[config.mk]
export PLATFORM = sky130hd
export DESIGN_NAME = vector_remap_ctrl
export DESIGN_NICKNAME = d
export VERILOG_FILES = /design/src/rtl/vremap_pkg.sv /design/src/rtl/vremap_mode_reg.sv /design/src/rtl/vremap_xlate.sv /design/src/rtl/vremap_rgn_decode.sv /design/src/rtl/vector_remap_ctrl.sv
export SDC_FILE = /design/constraint.sdc
export NUM_CORES = 1
export LEC_CHECK = 0
export BUFFER_PORTS_ARGS = -buffer_cell sky130_fd_sc_hd__buf_2
export CORE_MARGIN = 4
export CORE_UTILIZATION = 30
export DETAILED_ROUTE_END_ITERATION = 7
export PLACE_DENSITY = 0.92
export SYNTH_ARGS = -nofsm -noshare
export SYNTH_HDL_FRONTEND = slang
export SYNTH_SLANG_ARGS = --single-unit
[constraint.sdc]
create_clock -name clk -period 1.6 [get_ports clk]
set_input_delay 0.08 -clock clk [delete_from_list [all_inputs] [get_ports clk]]
set_output_delay 0.08 -clock clk [all_outputs]
set_load 0.01 [all_outputs]
[src/rtl/vremap_pkg.sv]
// Shared types for the vector window remapper.
// Assumes: encodings below are fixed; the decoders downstream rely on them.
package vremap_pkg;
    typedef enum logic [1:0] {
        MAP_BOOT  = 2'd0,
        MAP_FLASH = 2'd1,
        MAP_RAM   = 2'd2,
        MAP_RSVD  = 2'd3
    } map_mode_e;

    typedef enum logic [1:0] {
        RGN_NONE  = 2'd0,
        RGN_FLASH = 2'd1,
        RGN_RAM   = 2'd2,
        RGN_BOOT  = 2'd3
    } region_e;
endpackage

[src/rtl/vremap_mode_reg.sv]
// Mapping-control register. Holds the mode that selects the window source.
// Assumes: synchronous active-low reset; the reset value selects the boot block.
module vremap_mode_reg
    import vremap_pkg::*;
(
    input  logic      clk,
    input  logic      rst_n,
    input  logic      wr_en,
    input  logic [1:0] wr_mode,
    output map_mode_e mode_o
);
    map_mode_e mode_q;

    // Capture a new mode on a write strobe; fall back to boot on reset.
    always_ff @(posedge clk) begin
        if (!rst_n)
            mode_q <= MAP_BOOT;
        else if (wr_en)
            mode_q <= map_mode_e'(wr_mode);
    end

    assign mode_o = mode_q;

    assert_reset_boot_R1: assert property (@(posedge clk)
        !rst_n |=> (mode_q == MAP_BOOT));

    assert_write_lands_R8: assert property (@(posedge clk) disable iff (!rst_n)
        wr_en |=> (mode_q == map_mode_e'($past(wr_mode))));

    assert_hold_idle_R8: assert property (@(posedge clk) disable iff (!rst_n)
        (!wr_en && $past(rst_n)) |=> $stable(mode_q));
endmodule

[src/rtl/vremap_xlate.sv]
// Window translator. It replaces an address inside the low window with the
// same offset in the selected region and passes every other address through.
// Assumes: WIN_BYTES is a power of two; the region bases are aligned to WIN_BYTES.
module vremap_xlate
    import vremap_pkg::*;
#(
    parameter int unsigned            ADDR_W    = 32,
    parameter int unsigned            WIN_BYTES = 64,
    parameter logic [ADDR_W-1:0]      RAM_BASE  = '0,
    parameter logic [ADDR_W-1:0]      BOOT_BASE = '0
) (
    input  map_mode_e         mode_i,
    input  logic [ADDR_W-1:0] addr_i,
    output logic [ADDR_W-1:0] addr_o,
    output logic              in_win_o
);
    localparam int unsigned WIN_AW = $clog2(WIN_BYTES);

    logic [ADDR_W-1:0] base_sel;
    logic [ADDR_W-1:0] win_off;

    // Detect the window: all address bits above the offset field are zero.
    assign in_win_o = (addr_i[ADDR_W-1:WIN_AW] == '0);
    assign win_off  = {{(ADDR_W-WIN_AW){1'b0}}, addr_i[WIN_AW-1:0]};

    // Pick the base of the region that supplies the window.
    always_comb begin
        unique case (mode_i)
            MAP_FLASH: base_sel = '0;
            MAP_RAM:   base_sel = RAM_BASE;
            default:   base_sel = BOOT_BASE;
        endcase
    end

    // Form the outgoing address.
    assign addr_o = in_win_o ? (base_sel | win_off) : addr_i;
endmodule

[src/rtl/vremap_rgn_decode.sv]
// Region decoder. It names the backing region that a translated address falls in.
// Assumes: the regions do not overlap; the boot block runs to the top of the space.
module vremap_rgn_decode
    import vremap_pkg::*;
#(
    parameter int unsigned       ADDR_W      = 32,
    parameter int unsigned       FLASH_BYTES = 32768,
    parameter logic [ADDR_W-1:0] RAM_BASE    = '0,
    parameter int unsigned       RAM_BYTES   = 8192,
    parameter logic [ADDR_W-1:0] BOOT_BASE   = '0
) (
    input  logic [ADDR_W-1:0] addr_i,
    output region_e           region_o
);
    localparam int NRGN = 3;
    localparam logic [ADDR_W:0] LO [NRGN] = '{
        (ADDR_W+1)'(0),
        {1'b0, RAM_BASE},
        {1'b0, BOOT_BASE}};
    localparam logic [ADDR_W:0] HI [NRGN] = '{
        (ADDR_W+1)'(FLASH_BYTES),
        {1'b0, RAM_BASE} + (ADDR_W+1)'(RAM_BYTES),
        {1'b1, {ADDR_W{1'b0}}}};

    logic [NRGN-1:0] hit;
    logic [ADDR_W:0] a_ext;

    assign a_ext = {1'b0, addr_i};

    // One range comparator per region.
    for (genvar g = 0; g < NRGN; g++) begin : g_rng
        assign hit[g] = (a_ext >= LO[g]) && (a_ext < HI[g]);
    end

    // Convert the hit vector to the region code.
    always_comb begin
        if (hit[2])      region_o = RGN_BOOT;
        else if (hit[1]) region_o = RGN_RAM;
        else if (hit[0]) region_o = RGN_FLASH;
        else             region_o = RGN_NONE;
    end
endmodule

[src/rtl/vector_remap_ctrl.sv]
// Top of the vector window remapper. It aliases the lowest WIN_BYTES of the
// address space onto the boot block, user flash or RAM and reports the region.
// Assumes: combinational path from bus_addr_i to the outputs; mode changes apply
// from the clock edge that captures the write.
module vector_remap_ctrl
    import vremap_pkg::*;
#(
    parameter int unsigned ADDR_W      = 32,
    parameter int unsigned WIN_BYTES   = 64,
    parameter int unsigned FLASH_BYTES = 32768,
    parameter int unsigned RAM_BYTES   = 8192,
    parameter longint      RAM_BASE_L  = 64'h4000_0000,
    parameter int unsigned BOOT_BYTES  = 12288
) (
    input  logic              clk,
    input  logic              rst_n,
    input  logic              map_wr_en,
    input  logic [1:0]        map_wr_mode,
    input  logic [ADDR_W-1:0] bus_addr_i,
    output logic [1:0]        mem_region_o,
    output logic [ADDR_W-1:0] mem_addr_o
);
    localparam logic [ADDR_W-1:0] RAM_BASE  = ADDR_W'(RAM_BASE_L);
    localparam logic [ADDR_W-1:0] BOOT_BASE =
        ADDR_W'((64'd1 << ADDR_W) - 64'(BOOT_BYTES));
    localparam int unsigned WIN_AW = $clog2(WIN_BYTES);

    map_mode_e mode;
    logic      in_win;
    region_e   region;

    vremap_mode_reg u_mode (
        .clk     (clk),
        .rst_n   (rst_n),
        .wr_en   (map_wr_en),
        .wr_mode (map_wr_mode),
        .mode_o  (mode)
    );

    vremap_xlate #(
        .ADDR_W    (ADDR_W),
        .WIN_BYTES (WIN_BYTES),
        .RAM_BASE  (RAM_BASE),
        .BOOT_BASE (BOOT_BASE)
    ) u_xlate (
        .mode_i   (mode),
        .addr_i   (bus_addr_i),
        .addr_o   (mem_addr_o),
        .in_win_o (in_win)
    );

    vremap_rgn_decode #(
        .ADDR_W      (ADDR_W),
        .FLASH_BYTES (FLASH_BYTES),
        .RAM_BASE    (RAM_BASE),
        .RAM_BYTES   (RAM_BYTES),
        .BOOT_BASE   (BOOT_BASE)
    ) u_dec (
        .addr_i   (mem_addr_o),
        .region_o (region)
    );

    assign mem_region_o = region;

    assert_pass_high_R6: assert property (@(posedge clk) disable iff (!rst_n)
        !in_win |-> (mem_addr_o == bus_addr_i));

    assert_keep_offset_R2: assert property (@(posedge clk) disable iff (!rst_n)
        in_win |-> (mem_addr_o[WIN_AW-1:0] == bus_addr_i[WIN_AW-1:0]));

    assert_flash_ident_R3: assert property (@(posedge clk) disable iff (!rst_n)
        (in_win && mode == MAP_FLASH) |-> (region == RGN_FLASH));

    assert_boot_src_R5: assert property (@(posedge clk) disable iff (!rst_n)
        (in_win && (mode == MAP_BOOT || mode == MAP_RSVD)) |-> (region == RGN_BOOT));

    assert_ram_src_R4: assert property (@(posedge clk) disable iff (!rst_n)
        (in_win && mode == MAP_RAM) |-> (region == RGN_RAM));
endmodule

==> results of run 1 <==
layout by cell type (no fill, tap or decap), types with 2 or more instances in the layout:
cell and n:
nor2b_1 2, nand4_1 3, mux2i_1 3, inv_1 2, nor4_4 3, clkbuf_4 3, nor3_1 2, nand2b_1 17
o31ai_4 2, nor4_2 2, buf_2 58, o21ai_1 2, buf_4 5
layout make-up:
type	count	area (sq um)	share of cell area
multi-input cells	48	432.9	0.5022
well taps	16	20.02	0.02322
inverters	4	17.52	0.02032
flip-flops and latches	2	41.29	0.04790
repair buffers	63	327.8	0.3803
clock buffers	3	22.52	0.02612
power by group through the flow:
| stage | registers [uW] | clock network, uW | logic (uW) |
|---|---|---|---|
| 2_1_floorplan | 55.0 | 0 | 84.5 |
| 5_1_grt | 56.6 | 136 | 197 |
| 6_report | 56.1 | 119 | 178 |
| 4_1_cts | 56.1 | 126 | 173 |
| 3_5_place_dp | 55.6 | 0 | 158 |
| 3_3_place_gp | 55.3 | 0 | 153 |
worst max-delay path, stage by stage (launching register included):
cell and delay (ns):
dfxtp_2 0.32, inv_2 0.05, ha_4 0.28, inv_4 0.05, o31a_1 0.23, mux2i_1 0.14, o21ai_1 0.08, buf_2 0.15
what timing repair did:
| item | 4_1_cts | 5_1_grt |
|---|---|---|
| buffers inserted | 1 | 1 |
| hold endpoints to repair | 0 | 0 |
| pin swaps | 6 | 5 |
| gates resized for setup | 8 | 6 |
| setup endpoints to repair | 2 | 19 |
| hold buffers | 0 | 0 |
synth_stat cells (2+ instances only):
| library cell | number |
|---|---|
| buf_4 | 6 |
| clkbuf_1 | 7 |
| dfxtp_1 | 2 |
| inv_1 | 4 |
| mux2i_1 | 3 |
| nand2b_1 | 17 |
| nand4_1 | 3 |
| nor2b_1 | 2 |
| nor3_1 | 2 |
| nor4_1 | 3 |
| nor4_2 | 2 |
| o31ai_1 | 2 |
per-stage QoR:
| step | setup WS, ns | hold WS [ns] |
|---|---|---|
| 6_report | -0.0006251 | 0.07351 |
| 5_1_grt | -0.07274 | 0.08820 |
| 3_5_place_dp | 0.01381 | 0.1601 |
| 3_3_place_gp | 0.07013 | 0.1601 |
| 4_1_cts | -0.0009805 | 0.06543 |
| 2_1_floorplan | 0.07060 | 0.2082 |
path summary, 6_finish.rpt:
check,start,end
worst max-delay path,u_mode.mode_o[1]$_SDFFE_PN0P_,mem_region_o[1]
worst min-delay path,rst_n,u_mode.mode_o[0]$_SDFFE_PN0P_
worst max register to register,u_mode.mode_o[0]$_SDFFE_PN0P_,u_mode.mode_o[0]$_SDFFE_PN0P_
worst min register to register,u_mode.mode_o[1]$_SDFFE_PN0P_,u_mode.mode_o[1]$_SDFFE_PN0P_
logic make-up after synthesis:
logic type,after synthesis,synth area share
AOI/OAI and AO/OA,9,0.1521
adders and majority gates,1,0.02493
DFF,2,0.07980
buffers and inverters,18,0.1820
and+or+nand+nor,35,0.5012
muxes,3,0.05985
routing by layer:
| layer | up-vias | track usage |
|---|---|---|
| li1 | 337 | - |
| met1 | 309 | 0.1782 |
| met3 | 4 | 0.04281 |
| met2 | 40 | 0.2913 |
| met5 | - | 0 |
| met4 | 0 | 0.1031 |
==> impl_metrics.yaml, run 1 <==
pwr:
  internal_power_uw: 222.5
  power_uw: 353.4
  net-switching-power_uw: 130.9
  p_leak_uw: 0.0004356
  seq_power_share: 0.159
  cellPowerDensity_nw_per_um2: 409.9
  pwr-share-clk: 0.336
  peakVddDrop_mv: 0.5175
  swShare: 0.3704
  comb_power_share: 0.505
placed_design:
  portBuffers: 58
  gp_congestion: 0.7328
  placed_area_sq_um: 758.2
  post-place-cells: 131
  dp_hpwl_mm: 1.576
timing:
  finalSetupViolCount: 1
  max_freq_mhz: 624.8
  setup_ws_ns: -0.0006251
  rsz0062_at_grt: "true"
  worstMarginPinSlew_ns: 0.3493
  finalClockSkew_ns: 0
  finalCritPeriodShare: 1.000
  setup-tns-final_ns: -0.0006251
  final_max_slew_viol_count: 0
  fin_crit_ns: 1.601
  timing.slew.headroom: 0.7650
  hold_violations: 0
global_route:
  grt-ovfl-total: 0
  grt_pass1_wl_mm: 3.277
  grt_max_degree: 10
  antenna_found_initial: 0
  grt_pass1_vias: 747
  grt_usage: 0.1679
final_layout:
  drive_gt1_frac: 0.6750
  stdcell_area_sq_um: 862.1
  n_antenna_cell: 0
  finalNonFillerCells: 136
  post-route-util: 0.5593
  final_nets: 160
  nFillCells: 155
  largest_register_ffs: 2
  area_growth_syn_to_layout_pct: 71.82
die:
  die_w_um: 48.90
  io_pins: 71
  die_area_sq_um: 2391
  die_h_um: 48.90
  num_rows: 14
  core_sq_um: 1541
  start_util: 0.3255
route:
  m1WireLength_um: 633
  drc: 0
  viasPerCell: 5.074
  drt-initial-drc-count: 2
  wl_met3_um: 199
  routed_wl_mm: 1.911
  dr.max_layer_used: "met4"
  wl_met2_mm: 1.026
  drtAntennaViolNets: 0
  drt_first_pass_iters: 4
  routed-via-count: 690
  wl_per_cell_um: 14.05
yosys:
  yosysUniqueCellTypes: 27
  syn_inst: 68
  netlist_area_sq_um: 501.7
  syn_area_per_cell_sq_um: 7.378
  synth_area_leaders: "nand2b_1 (21%), buf_4 (9.0%), dfxtp_1 (8.0%), mux2i_1 (6.0%), clkbuf_1 (5.2%)"
  netlist.top_cell.by_area: "nand2b_1"
  synth_edf_count: 0
  ys_seq_elements: 2
  synth_fp_nets: 106
  ys.flop_type: "dfxtp_1"
  synth_warnings: 0
  yosysTopAreaCellShare: 0.2120
  yosysSeqAreaShare: 0.07980
  async_reset_ff_frac: 0
worst_setup_path:
  worst-r2r-cell-count: 2
  critPathKind: "reg -> out"
  critPathMaxFanout: 4
  worstSetupStartpointType: "register"
  crit_required_ns: 1.52
  ff2ff_setup_slack_ns: 0.96
  endpoint_kind: "output pin"
  critPathArrivalTime_ns: 1.52
worst_hold_path:
  hold_path_class: "in -> reg"
  whs_path_depth: 2
flow_run:
  cap_violations: 0
clock_network:
  cts_buffers: 3
  clock_latency_ns: 0.24
  cts_root_buf: "clkbuf_4"
  clkTransAtPathRegs_ns: 0.03
  cts_num_sinks: 2
  clockBufferDepth: 2
  cts_tree: "yes"
  cts_max_level: 1
run_status:
  outcome: "complete, but fails checks"
  violations: "negative setup slack"
Note: power is estimated with default switching activity, not from simulation.
==> run 2, diff against run 1 <==
--- a/config.mk
+++ b/config.mk
@@ -5,11 +5,15 @@
 export SDC_FILE = /design/constraint.sdc
 export NUM_CORES = 1
 export LEC_CHECK = 0
+export ABC_AREA = 1
 export BUFFER_PORTS_ARGS = -buffer_cell sky130_fd_sc_hd__buf_2
+export CELL_PAD_IN_SITES_DETAIL_PLACEMENT = 0
+export CELL_PAD_IN_SITES_GLOBAL_PLACEMENT = 1
+export CORE_ASPECT_RATIO = 0.7
 export CORE_MARGIN = 4
-export CORE_UTILIZATION = 30
+export CORE_UTILIZATION = 19
 export DETAILED_ROUTE_END_ITERATION = 7
-export PLACE_DENSITY = 0.92
+export PLACE_DENSITY = 0.91
 export SYNTH_ARGS = -nofsm -noshare
 export SYNTH_HDL_FRONTEND = slang
 export SYNTH_SLANG_ARGS = --single-unit
==> run 2 against run 1 <==
Net effect: the run still ends with negative setup slack left; critical path depth up 2; critical endpoint unchanged; worst hold slack better by 0.027 ns; maximum frequency down 2.1%.
==> impl_metrics.yaml, run 2 <==
run_status:
  outcome: "complete, but fails checks"
  violations: "negative setup slack"
timing:
  hold_violations: 0
  max_freq_mhz: 611.7
  finalSetupViolCount: 2
  hold_ws_ns: 0.1003
  finalClockSkew_ns: 0
  rsz0062_at_grt: "true"
  timing.slew.headroom: 0.7501
  finalCritPeriodShare: 1.022
  setup_ws_ns: -0.03491
  final_max_slew_viol_count: 0
  fin_crit_ns: 1.635
  worstMarginPinSlew_ns: 0.3700
route:
  wl_per_cell_um: 10.46
  routed_wl_mm: 2.499
  drt-initial-drc-count: 40
  drt_first_pass_iters: 4
  drtAntennaViolNets: 0
  viasPerCell: 4.004
  drc: 0
  routed-via-count: 957
yosys:
  netlist_area_sq_um: 645.6
  async_reset_ff_frac: 0
  synthAdderAreaFrac: 0.01938
  ys_seq_elements: 2
  synth_area_leaders: "nand2_1 (19%), inv_1 (9.3%), nor2_1 (9.3%), nand3_1 (7.8%), buf_4 (7.0%)"
  yosysUniqueCellTypes: 27
  yosysSeqAreaShare: 0.06202
  synth_edf_count: 0
  ys.flop_type: "dfxtp_1"
  synthTopCellsByCount: "nand2_1 (33), inv_1 (16), nor2_1 (16)"
  synth-simple-area-share: 0.5155
  yosysMostFrequentCell: "nand2_1"
  synth.mux.area_fraction: 0
  synth_warnings: 0
  synth_top_family_by_area: "simple AND/OR/NAND/NOR gates"
  syn_area_per_cell_sq_um: 5.165
  synth-compound-area-share: 0.1163
  synth_fp_nets: 163
  syn_inst: 125
  synth_xor_area_frac: 0
  netlist.top_cell.by_area: "nand2_1"
  yosysTopAreaCellShare: 0.1919
clock_network:
  ctsHoldBuffers: 0
  cts_buffers: 3
  cts_max_level: 1
  clock_latency_ns: 0.21
  clkTransAtPathRegs_ns: 0.03
  cts_tree: "yes"
  cts_root_buf: "clkbuf_8"
  clockBufferDepth: 2
  cts_num_sinks: 2
worst_hold_path:
  hold_path_class: "in -> reg"
  hp-start: "map_wr_mode[0]"
die:
  io_pins: 71
  num_rows: 17
  core_sq_um: 3212
  start_util: 0.2010
  die_w_um: 77.67
  die_area_sq_um: 4409
  die_h_um: 56.77
worst_setup_path:
  crit_required_ns: 1.52
  critPathArrivalTime_ns: 1.55
  endpoint_kind: "output pin"
  critPathKind: "reg -> out"
  cp-startpoint: "u_mode.mode_o[1]$_SDFFE_PN0P_"
  critPathMaxFanout: 6
  worstSetupStartpointType: "register"
  reg2reg_from: "u_mode.mode_o[1]$_SDFFE_PN0P_"
final_layout:
  final_nets: 232
  stdcell_area_sq_um: 1174
  multiInputGateArea_sq_um: 500.5
  finalNonFillerCells: 239
  drive_gt1_frac: 0.6094
  seq_area_sq_um: 42.54
  nFillCells: 371
  area_growth_syn_to_layout_pct: 81.78
  n_antenna_cell: 0
  largest_register_ffs: 2
  final_cell_mix: "buf_2 (58), nand2_1 (28), buf_4 (19), inv_1 (15), nor2_1 (13)"
  final_common_cell: "buf_2"
placed_design:
  post-place-cells: 228
  dp_slack_ns: -0.02649
  placed_area_sq_um: 1005
  dp_hpwl_mm: 2.037
  gp_congestion: 0.8238
  portBuffers: 58
global_route:
  grt_max_degree: 7
  grt_pass1_vias: 933
  grt_pass1_wl_mm: 4.050
  grt-ovfl-total: 0
  grt_usage: 0.1133
  antenna_found_initial: 0
pwr:
  peakVddDrop_mv: 0.5244
  p_leak_uw: 0.0006808
  cellPowerDensity_nw_per_um2: 407.1
flow_run:
  cap_violations: 0
==> run 2: logic make-up after synthesis <==
family,after synthesis
fa+ha+maj,1
simple gates,71
flops,2
compound gates,10
buf+inv,41
==> run 2: per-layer routing <==
metal  up-vias  track usage  share of wire
met5         -            0              0
met4         0     0.007614              0
met3         0      0.04487           0.14
met2        54       0.1707           0.42
met1       399       0.1570           0.44
li1        504            -              -
==> run 2: worst max-delay path, stage by stage, from the launching register on <==
cell,delay (ns)
dfxtp_2,0.31
inv_2,0.04
ha_4,0.30
nand3_4,0.13
nand2_4,0.11
nand3_2,0.08
nor2_2,0.12
nand2_1,0.08
nand2_1,0.06
buf_2,0.12
==> run 2: report_power, final <==
group	switching [uW]	total (uW)	internal, uW
combinational	117	223	106
sequential	2.59	57.2	54.6
clock	38.2	197	159
==> run 2: path summary, 6_finish.rpt <==
path,to,slack [ns],cells past startpoint
worst max-delay path,mem_region_o[1],-0.03,9
worst min-delay path,u_mode.mode_o[0]$_SDFFE_PN0P_,0.10,3
worst max register to register,u_mode.mode_o[1]$_SDFFE_PN0P_,0.94,3
worst min register to register,u_mode.mode_o[0]$_SDFFE_PN0P_,0.54,2
==> run 2: repair_timing <==
| action | 4_1_cts | 5_1_grt |
|---|---|---|
| setup endpoints to repair | 2 | 10 |
| endpoints found under the hold margin | 0 | 0 |
| pin swaps | 9 | 10 |
| gates cloned | 2 | 0 |
| buffers inserted | 6 | 0 |
| gates resized for setup | 13 | 5 |
==> run 2: final cells by class <==
cell class,count,area share
Sequential cell,2,0.03625
Inverter,26,0.08316
Tap cell,47,0.05011
Clock buffer,3,0.03518
Timing Repair Buffer,77,0.3689
Multi-Input combinational cell,84,0.4264
==> run 2: metrics by stage <==
stage                     setup TNS, ns  utilization  power, uW
after floorplan                       0            -      170.4
after global placement        -0.006107       0.3128      260.4
after detailed placement       -0.05024       0.3128      260.5
after CTS                       -0.1318       0.3600      486.0
after global routing            -0.6426       0.3654      515.3
final                          -0.06410       0.3654      477.8
